## config.mk

```make
export PLATFORM = sky130hd
export DESIGN_NAME = vga_scanout
export DESIGN_NICKNAME = d
export VERILOG_FILES = /design/src/rtl/vga_scan_pkg.sv /design/src/rtl/vga_timing_gen.sv /design/src/rtl/vga_fetch_addr.sv /design/src/rtl/vga_logo_timer.sv /design/src/rtl/vga_logo_gen.sv /design/src/rtl/vga_scanout.sv
export SDC_FILE = /design/constraint.sdc
export NUM_CORES = 1
export LEC_CHECK = 0
export ABC_CLOCK_PERIOD_IN_PS = 3120
export CAP_MARGIN = 10
export CORE_ASPECT_RATIO = 0.8
export CORE_UTILIZATION = 53
export CTS_CLUSTER_DIAMETER = 30
export CTS_CLUSTER_SIZE = 20
export DETAILED_ROUTE_END_ITERATION = 6
export GPL_TIMING_DRIVEN = 1
export HOLD_SLACK_MARGIN = 0.1
export PLACE_DENSITY = 0.81
export SLEW_MARGIN = 30
export SYNTH_ARGS = -nofsm -noshare
export SYNTH_HDL_FRONTEND = slang
export SYNTH_SLANG_ARGS = --single-unit
```

## constraint.sdc

```tcl
create_clock -name clk_i -period 3.12 [get_ports clk_i]
set_input_delay 0.624 -clock clk_i [delete_from_list [all_inputs] [get_ports clk_i]]
set_output_delay 0.624 -clock clk_i [all_outputs]
set_load 0.03 [all_outputs]
```

## src/rtl/vga_scan_pkg.sv

```systemverilog
package vga_scan_pkg;
  localparam int COL_W = 10;
  localparam int ROW_W = 10;

  typedef struct packed {
    logic [COL_W-1:0] col;
    logic [ROW_W-1:0] row;
    logic             vis;
    logic             hs_n;
    logic             vs_n;
  } raster_t;

  localparam raster_t RASTER_IDLE = '{col: '0, row: '0, vis: 1'b0, hs_n: 1'b1, vs_n: 1'b1};
endpackage

```

## src/rtl/vga_timing_gen.sv

```systemverilog
module vga_timing_gen
  import vga_scan_pkg::*;
#(
  parameter int H_VIS  = 640,
  parameter int H_FP   = 16,
  parameter int H_SYNC = 96,
  parameter int H_BP   = 48,
  parameter int V_VIS  = 480,
  parameter int V_FP   = 10,
  parameter int V_SYNC = 2,
  parameter int V_BP   = 33
) (
  input  logic    clk_i,
  input  logic    rst_ni,
  output raster_t ras_o
);
  localparam int H_TOTAL = H_VIS + H_FP + H_SYNC + H_BP;
  localparam int V_TOTAL = V_VIS + V_FP + V_SYNC + V_BP;

  localparam logic [COL_W-1:0] H_LAST = COL_W'(H_TOTAL - 1);
  localparam logic [COL_W-1:0] H_VEND = COL_W'(H_VIS);
  localparam logic [COL_W-1:0] HS_BEG = COL_W'(H_VIS + H_FP);
  localparam logic [COL_W-1:0] HS_END = COL_W'(H_VIS + H_FP + H_SYNC);
  localparam logic [ROW_W-1:0] V_LAST = ROW_W'(V_TOTAL - 1);
  localparam logic [ROW_W-1:0] V_VEND = ROW_W'(V_VIS);
  localparam logic [ROW_W-1:0] VS_BEG = ROW_W'(V_VIS + V_FP);
  localparam logic [ROW_W-1:0] VS_END = ROW_W'(V_VIS + V_FP + V_SYNC);

  logic [COL_W-1:0] h_q;
  logic [ROW_W-1:0] v_q;

  always_ff @(posedge clk_i or negedge rst_ni) begin
    if (!rst_ni) begin
      h_q <= '0;
      v_q <= '0;
    end else if (h_q == H_LAST) begin
      h_q <= '0;
      v_q <= (v_q == V_LAST) ? '0 : v_q + 1'b1;
    end else begin
      h_q <= h_q + 1'b1;
    end
  end

  always_comb begin
    ras_o.col  = h_q;
    ras_o.row  = v_q;
    ras_o.vis  = (h_q < H_VEND) && (v_q < V_VEND);
    ras_o.hs_n = !((h_q >= HS_BEG) && (h_q < HS_END));
    ras_o.vs_n = !((v_q >= VS_BEG) && (v_q < VS_END));
  end
endmodule

```

## src/rtl/vga_fetch_addr.sv

```systemverilog
module vga_fetch_addr
  import vga_scan_pkg::*;
#(
  parameter int H_VIS  = 640,
  parameter int ADDR_W = 18
) (
  input  logic [COL_W-1:0]  col_i,
  input  logic [ROW_W-1:0]  row_i,
  input  logic              vis_i,
  output logic [ADDR_W-1:0] addr_o
);
  logic [ADDR_W-1:0] line_base;

  // two output rows share one stored row
  always_comb begin
    line_base = ADDR_W'(row_i >> 1) * ADDR_W'(H_VIS);
    addr_o    = vis_i ? line_base + ADDR_W'(col_i) : '0;
  end
endmodule

```

## src/rtl/vga_logo_timer.sv

```systemverilog
module vga_logo_timer #(
  parameter int LOGO_CYCLES = 250_000_000
) (
  input  logic clk_i,
  input  logic rst_ni,
  output logic on_o
);
  localparam int CNT_W = $clog2(LOGO_CYCLES + 1);
  localparam logic [CNT_W-1:0] LIMIT = CNT_W'(LOGO_CYCLES);

  logic [CNT_W-1:0] cnt_q;

  always_ff @(posedge clk_i or negedge rst_ni) begin
    if (!rst_ni)             cnt_q <= '0;
    else if (cnt_q != LIMIT) cnt_q <= cnt_q + 1'b1;
  end

  assign on_o = (cnt_q != LIMIT);
endmodule

```

## src/rtl/vga_logo_gen.sv

```systemverilog
module vga_logo_gen
  import vga_scan_pkg::*;
#(
  parameter int H_VIS   = 640,
  parameter int V_VIS   = 480,
  parameter int BORDER  = 8,
  parameter int TILE_LG = 5
) (
  input  logic [COL_W-1:0] col_i,
  input  logic [ROW_W-1:0] row_i,
  output logic             lit_o
);
  localparam logic [COL_W-1:0] C_LO = COL_W'(BORDER);
  localparam logic [COL_W-1:0] C_HI = COL_W'(H_VIS - BORDER);
  localparam logic [ROW_W-1:0] R_LO = ROW_W'(BORDER);
  localparam logic [ROW_W-1:0] R_HI = ROW_W'(V_VIS - BORDER);

  logic edge_hit;
  logic tile_hit;

  always_comb begin
    edge_hit = (col_i < C_LO) || (col_i >= C_HI) || (row_i < R_LO) || (row_i >= R_HI);
    tile_hit = col_i[TILE_LG] ^ row_i[TILE_LG];
    lit_o    = edge_hit || tile_hit;
  end
endmodule

```

## src/rtl/vga_scanout.sv

```systemverilog
module vga_scanout
  import vga_scan_pkg::*;
#(
  parameter int H_VIS        = 640,
  parameter int H_FP         = 16,
  parameter int H_SYNC       = 96,
  parameter int H_BP         = 48,
  parameter int V_VIS        = 480,
  parameter int V_FP         = 10,
  parameter int V_SYNC       = 2,
  parameter int V_BP         = 33,
  parameter int LOGO_CYCLES  = 250_000_000,
  parameter int LOGO_BORDER  = 8,
  parameter int LOGO_TILE_LG = 5,
  localparam int STORE_PIX   = H_VIS * (V_VIS / 2),
  localparam int ADDR_W      = $clog2(STORE_PIX)
) (
  input  logic              clk_i,
  input  logic              rst_ni,
  output logic [ADDR_W-1:0] rd_addr_o,
  input  logic              rd_data_i,
  output logic              video_o,
  output logic              hsync_o,
  output logic              vsync_o
);
  raster_t ras_s0, ras_s1;
  logic    logo_s0, logo_s1;
  logic    logo_lit;
  logic    vis_s0, vis_s1;

  vga_timing_gen #(
    .H_VIS(H_VIS), .H_FP(H_FP), .H_SYNC(H_SYNC), .H_BP(H_BP),
    .V_VIS(V_VIS), .V_FP(V_FP), .V_SYNC(V_SYNC), .V_BP(V_BP)
  ) u_timing (
    .clk_i (clk_i),
    .rst_ni(rst_ni),
    .ras_o (ras_s0)
  );

  vga_fetch_addr #(.H_VIS(H_VIS), .ADDR_W(ADDR_W)) u_addr (
    .col_i (ras_s0.col),
    .row_i (ras_s0.row),
    .vis_i (ras_s0.vis),
    .addr_o(rd_addr_o)
  );

  vga_logo_timer #(.LOGO_CYCLES(LOGO_CYCLES)) u_timer (
    .clk_i (clk_i),
    .rst_ni(rst_ni),
    .on_o  (logo_s0)
  );

  // stage 1 lines up with the store's one-clock read
  always_ff @(posedge clk_i or negedge rst_ni) begin
    if (!rst_ni) begin
      ras_s1  <= RASTER_IDLE;
      logo_s1 <= 1'b0;
    end else begin
      ras_s1  <= ras_s0;
      logo_s1 <= logo_s0;
    end
  end

  vga_logo_gen #(
    .H_VIS(H_VIS), .V_VIS(V_VIS), .BORDER(LOGO_BORDER), .TILE_LG(LOGO_TILE_LG)
  ) u_logo (
    .col_i(ras_s1.col),
    .row_i(ras_s1.row),
    .lit_o(logo_lit)
  );

  always_ff @(posedge clk_i or negedge rst_ni) begin
    if (!rst_ni) begin
      video_o <= 1'b0;
      hsync_o <= 1'b1;
      vsync_o <= 1'b1;
    end else begin
      video_o <= ras_s1.vis && (logo_s1 ? logo_lit : rd_data_i);
      hsync_o <= ras_s1.hs_n;
      vsync_o <= ras_s1.vs_n;
    end
  end

  assign vis_s0 = ras_s0.vis;
  assign vis_s1 = ras_s1.vis;
endmodule

```

==> run_results.csv, run 1 <==
group,metric,value,unit
outcome,outcome,"finished with violations",
outcome,violations,"setup timing",
global_routing,use_met2,0.350,
power_and_ir_drop,vdd_drop_max,0.265,mV
global_routing,track_usage,0.233,
final_layout,fill_cells,518,
logic_synthesis,yosys.area_share.simple,0.237,
placement,place_hpwl,5540,um
drt,firstDrtPassIters,4,
logic_synthesis,synth-edff-count,0,
logic_synthesis,synthXorXnorAreaFrac,0.105,
logic_synthesis,synthAdderAreaFrac,0.0875,
logic_synthesis,synth_mux_area_frac,0.00935,
sta,worst_pin_slew,0.557,ns
die,num_rows,27,
sta,setup_ws,-0.408,ns
clocking,path_clk_slew,0.08,ns
die,die_area,7410,um^2
power_and_ir_drop,powerDensity,362,nW/um^2
setup_path,start_kind,"flop",
sta,hold_violations,0,
placement,gp_congestion,0.837,
clocking,clock_sinks,69,
final_layout,final_common_cell,"dfrtp_1",
setup_path,crit_path_end_kind,"primary output",
clocking,postCtsHoldBufs,0,
final_layout,drive_gt1_frac,0.221,
sta,setup_tns,-1.47,ns
final_layout,final_cells,508,
sta,holdWs,0.275,ns
die,dieWidth,96.0,um
setup_path,cp_max_fo,2,
logic_synthesis,yosysSeqAreaShare,0.462,
final_layout,multi_input_area,2120,um^2
global_routing,met1_usage,0.336,
die,boundaryPins,24,
final_layout,final_cell_mix,"63 x dfrtp_1, 34 x nor2_1, 29 x nand2_1, 26 x buf_4, 24 x xnor2_1",
setup_path,timing.rr.start,"u_timing.v_q[1]$_DFFE_PN0N_",
final_layout,final_nets,445,
final_layout,design_area,4630,um^2
logic_synthesis,synth_top_family_by_area,"simple AND/OR/NAND/NOR gates",
sta,timing.final.crit_share,1.13,
logic_synthesis,syn-num-nets,389,
drt,vias_per_cell,5.63,
placement,port_buffers,23,
die,core-area,6860,um^2
logic_synthesis,synth_compound_area_frac,0.0811,
setup_path,rr_worst_depth,7,
final_layout,register_area,1730,um^2
logic_synthesis,ys_async_sr_fraction,1.00,
clocking,ctsRootBufferMaster,"clkbuf_8",
power_and_ir_drop,cellLeakagePower,2.17,nW
logic_synthesis,synth-seq-cells,69,
global_routing,grt_overflow,0,
placement,dpl-instance-area,4290,um^2
clocking,cts_tree,"built",
logic_synthesis,synthFlopType,"dfrtp_1",
drt,drc,0,
clocking,clk_latency,0.33,ns
global_routing,grt_max_degree,45,
drt,wl_per_cell,15.5,um
logic_synthesis,netlist_instances,361,
sta,min_period,3.53,ns
global_routing,gr-max-usage-layer,"met2",
global_routing,antenna_found_initial,0,
setup_path,r2r_slack,0.78,ns
setup_path,setup.worst_path.class,"reg -> out",
run,cap_violations,0,
drt,drtIter0Drc,159,
setup_path,crit_arrival,2.90,ns
sta,slew_headroom,0.626,
die,start_util,0.546,
sta,drv_slew,0,
global_routing,grt_use_met3,0.0536,
drt,ant_nets,0,
clocking,clock_path_buffers,2,
final_layout,areaGrowthSynthToFinish,23.6,%
sta,finalClockSkew,0.0134,ns
die,die_height,77.2,um
clocking,cts_made_buffers,9,
logic_synthesis,synth_cell_types,59,
placement,dp.cells,490,
setup_path,crit_start,"u_timing.v_q[2]$_DFFE_PN0N_",
logic_synthesis,synth_area_per_cell,10.4,um^2
hold_path,min_path_type,"in -> async",
placement,pre_cts_ws,-0.168,ns
sta,max_freq,283,MHz
logic_synthesis,synth_area,3750,um^2
sta,setup_violations,4,
sta,grt_setup_unrepaired,"true",
setup_path,worstReg2RegEnd,"u_timing.v_q[9]$_DFFE_PN0N_",
clocking,h-tree-depth,3,
drt,wirelength,7860,um
setup_path,worstPathRequired,2.50,ns
global_routing,grt_pass1_wl,13100,um
drt,vias,2861,
logic_synthesis,yosys_warnings,0,
global_routing,first_global_vias,2788,
final_layout,insertedDiodeCount,0,
==> critical path, stage by stage (launching register included) <==
cell and delay [ns]:
dfrtp_2 0.43, ha_4 0.25, ha_4 0.16, fa_2 0.38
a211oi_4 0.27, buf_4 0.16, o211a_1 0.19, a2111oi_4 0.06
nand4b_1 0.28, mux2i_4 0.25, buf_6 0.15
==> flip-flops by register name, summed over array words and instances, names as in the netlist <==
register	flops
u_timing.v_q	10
ras_s1	16
u_timer.cnt_q	28
vsync_o	1
hsync_o	1
logo_s1	1
u_timing.h_q	10
vis_s1	1
video_o	1
==> cell families (layout without fill, tap and decap cells) <==
logic type / Yosys count / in the layout
simple gates: 156 / 156
compound gates: 46 / 46
xor+xnor: 44 / 44
mux: 3 / 3
buf+inv: 18 / 78
flops: 69 / 69
fa+ha+maj: 25 / 25
==> cell type report <==
type,count,share of cell area
Inverter,14,0.0113
Timing Repair Buffer,49,0.0886
Clock inverter,4,0.0159
Clock buffer,11,0.0284
Sequential cell,69,0.374
Tap cell,87,0.0235
Multi-Input combinational cell,274,0.458
==> layer usage <==
| layer | wire, um | vias up |
|---|---|---|
| met5 | 0 | - |
| met4 | 60 | 0 |
| met3 | 278 | 6 |
| met2 | 3780 | 54 |
| met1 | 3740 | 1416 |
| li1 | - | 1385 |
==> power breakdown <==
part           switching, mW  leakage, nW  internal, mW
Sequential                 0        0.892         0.894
Combinational         0.0164         1.18       0.00320
Clock                  0.315        0.103         0.447
==> how the worst max path moves through the flow <==
stage,endpoint,depth (start not counted)
final,rd_addr_o[17],10
after global routing,rd_addr_o[17],10
after CTS,rd_addr_o[17],9
after detailed placement,rd_addr_o[15],8
after global placement,rd_addr_o[15],8
after floorplan,rd_addr_o[15],8
==> per-stage QoR <==
stage                      util  power (mW)
after floorplan               -       0.912
after global placement    0.626       0.932
after detailed placement  0.626       0.932
after CTS                 0.666        1.69
after global routing      0.676        1.73
final                     0.676        1.68
==> cells in the mapped netlist (all sizes together), types with 3 or more instances <==
cell type	n	area, um^2
or3	4	25.0
o21ai	19	95.1
dfstp	4	105
inv	13	48.8
a21o	3	22.5
a21oi	7	35.0
clkbuf	4	16.3
xor2	19	174
nor3	14	80.1
a211oi	3	27.5
dfrtp	65	1630
nand2	29	109
ha	23	288
nor4	6	65.1
nor2	36	143
xnor2	25	219
nand4	13	93.8
nand3	17	90.1
and3	8	51.3
o211ai	3	22.5
nor4b	3	26.3
and2	9	56.3
==> repair_timing <==
action	CTS	global route
pin swaps	7	9
resized for setup	24	15
setup endpoints to repair	14	7
setup buffers	1	2
(Power assumes the default switching activity.)
==> run 2: changes to the inputs <==
--- a/config.mk
+++ b/config.mk
@@ -15,7 +15,6 @@
 export GPL_TIMING_DRIVEN = 1
 export HOLD_SLACK_MARGIN = 0.1
 export PLACE_DENSITY = 0.81
-export SLEW_MARGIN = 30
 export SYNTH_ARGS = -nofsm -noshare
 export SYNTH_HDL_FRONTEND = slang
 export SYNTH_SLANG_ARGS = --single-unit
==> results of run 2 <==
No change in the layout: final DEF, timing and power equal those of run 1.
==> run 3: changes to the inputs <==
--- a/config.mk
+++ b/config.mk
@@ -12,7 +12,7 @@
 export CTS_CLUSTER_DIAMETER = 30
 export CTS_CLUSTER_SIZE = 20
 export DETAILED_ROUTE_END_ITERATION = 6
-export GPL_TIMING_DRIVEN = 1
+export GPL_TIMING_DRIVEN = 0
 export HOLD_SLACK_MARGIN = 0.1
 export PLACE_DENSITY = 0.81
 export SYNTH_ARGS = -nofsm -noshare
==> run 3 against run 2 <==
The flow still finishes with violations (setup timing); flip-flop and latch count stayed put; global-route usage is 2.8 points higher; first-iteration DRC count is 13% higher; combinational power is 7% lower; non-clock buffer count is 3 lower; register-to-register slack worse by 0.04 ns; critical path depth stayed put; critical endpoint unchanged.
==> run_results.csv, run 3 (synthesis results as in run 1) <==
group,metric,value,unit
sta,slew_headroom,0.434,
die,die_height,77.2,um
sta,min_period,3.67,ns
run,cap_violations,0,
setup_path,crit_top_cell,"ha_4",
clocking,path_clk_slew,0.07,ns
sta,setup_violations,5,
global_routing,grt_max_degree,70,
power_and_ir_drop,intPower,1.29,mW
hold_path,min_path_type,"reg -> reg",
die,core-area,6860,um^2
clocking,clk_latency,0.35,ns
setup_path,r2r_slack,0.74,ns
sta,hold_violations,0,
setup_path,crit_arrival,3.04,ns
die,boundaryPins,24,
global_routing,grt_pass1_wl,14700,um
drt,vias,2985,
setup_path,path_cells,"ha_4 -> ha_4 -> fa_2 -> a211oi_4 -> buf_4 -> nor2_4 -> xor2_2 -> nand4b_1 -> mux2i_4 -> buf_6",
power_and_ir_drop,pwr-share-clk,0.437,
setup_path,path_buf_inv,2,
final_layout,largest_reg_flops,28,
die,die_area,7410,um^2
setup_path,crit_family,"adder cells",
final_layout,final_cells,506,
setup_path,cpPeakStageDelay,0.46,ns
die,num_rows,27,
setup_path,start_kind,"flop",
placement,gp_congestion,0.801,
drt,wl_per_cell,17.5,um
clocking,cts_tree,"built",
power_and_ir_drop,p_switching,0.332,mW
final_layout,final_nets,442,
drt,ant_nets,0,
global_routing,first_global_vias,3056,
sta,setup_tns,-2.05,ns
setup_path,cp_max_fo,4,
placement,pre_cts_ws,-0.838,ns
sta,max_freq,273,MHz
drt,drtIter0Drc,180,
drt,wirelength,8840,um
clocking,postCtsHoldBufs,0,
sta,grt_setup_unrepaired,"true",
die,dieWidth,96.0,um
setup_path,setup.worst_path.class,"reg -> out",
sta,setup_ws,-0.547,ns
power_and_ir_drop,comb_power_share,0.011,
clocking,clock_path_buffers,2,
clocking,clock_sinks,69,
sta,holdWs,0.357,ns
sta,finalClockSkew,0.0126,ns
drt,vias_per_cell,5.90,
global_routing,track_usage,0.261,
final_layout,areaGrowthSynthToFinish,23.4,%
sta,timing.final.crit_share,1.18,
power_and_ir_drop,switching_share,0.205,
clocking,h-tree-depth,3,
placement,dp.cells,471,
clocking,cts_made_buffers,9,
final_layout,insertedDiodeCount,0,
die,start_util,0.546,
setup_path,crit_path_end_kind,"primary output",
outcome,violations,"setup timing",
clocking,ctsRootBufferMaster,"clkbuf_8",
final_layout,top_register,"u_timer.cnt_q",
placement,place_hpwl,5150,um
final_layout,final_common_cell,"dfrtp_1",
global_routing,antenna_found_initial,0,
power_and_ir_drop,powerDensity,350,nW/um^2
power_and_ir_drop,cellLeakagePower,2.12,nW
final_layout,reg_top3,"u_timer.cnt_q x28, ras_s1 x16",
placement,port_buffers,23,
setup_path,cp_slowest_cell,"dfrtp_2",
drt,drc,0,
sta,drv_slew,0,
power_and_ir_drop,vdd_drop_max,0.349,mV
sta,worst_pin_slew,0.849,ns
drt,firstDrtPassIters,4,
final_layout,drive_gt1_frac,0.229,
setup_path,worstPathRequired,2.50,ns
outcome,outcome,"finished with violations",
final_layout,final_util,0.674,
power_and_ir_drop,p_seq_frac,0.552,
final_layout,final_cell_mix,"58 x dfrtp_1, 32 x nor2_1, 29 x nand2_1, 24 x xnor2_1, 20 x buf_4",
global_routing,grt_overflow,0,
## run 3: power by group through the flow
stage / sequential [mW] / clock [mW] / combinational [mW]
floorplan: 0.912 / 0 / 0.000000669
global placement: 0.911 / 0 / 0.0196
detailed placement: 0.911 / 0 / 0.0193
CTS: 0.894 / 0.712 / 0.0194
global route: 0.894 / 0.753 / 0.0218
finish: 0.894 / 0.708 / 0.0183
## run 3: area by class of cell
class	instances	area, um^2
fillers	486	2230
multi-input cells	274	2160
flip-flops and latches	69	1740
repair buffers	42	353
clock buffers	14	153
well taps	87	109
inverters	14	52.6
clock inverters	2	35.0
plain buffers	4	17.5
## run 3: metal layers
layer  up-vias  track usage  routed length [um]
met4         0        0.142                 327
met2       111        0.382                4120
li1       1379            -                   -
met5         -            0                   0
met3        32       0.0655                 444
met1      1463        0.354                3940
## run 3: final timing paths
path / startpoint / depth (start not counted) / to
worst max-delay path: u_timing.v_q[4]$_DFFE_PN0N_ / 10 / rd_addr_o[17]
worst min-delay path: ras_s1[0]$_DFF_PN1_ / 0 / vsync_o$_DFF_PN1_
worst max register to register: u_timing.h_q[0]$_DFF_PN0_ / 7 / u_timing.v_q[6]$_DFFE_PN0N_
worst min register to register: ras_s1[0]$_DFF_PN1_ / 0 / vsync_o$_DFF_PN1_
max in group asynchronous: rst_ni / 1 / u_timing.v_q[5]$_DFFE_PN0N_
min in group asynchronous: rst_ni / 1 / u_timer.cnt_q[21]$_DFFE_PN0P_
## run 3: repair_timing
item,4_1_cts,5_1_grt
setup endpoints to repair,12,12
pin swaps,13,8
setup buffers,15,4
gates resized for setup,68,17
## run 3: stage by stage
| step | cell area [um^2] | power (mW) |
|---|---|---|
| final | 4620 | 1.62 |
| after global routing | 4620 | 1.67 |
| after CTS | 4550 | 1.63 |
| after detailed placement | 4150 | 0.931 |
| after global placement | 4150 | 0.931 |
| after floorplan | 3810 | 0.912 |
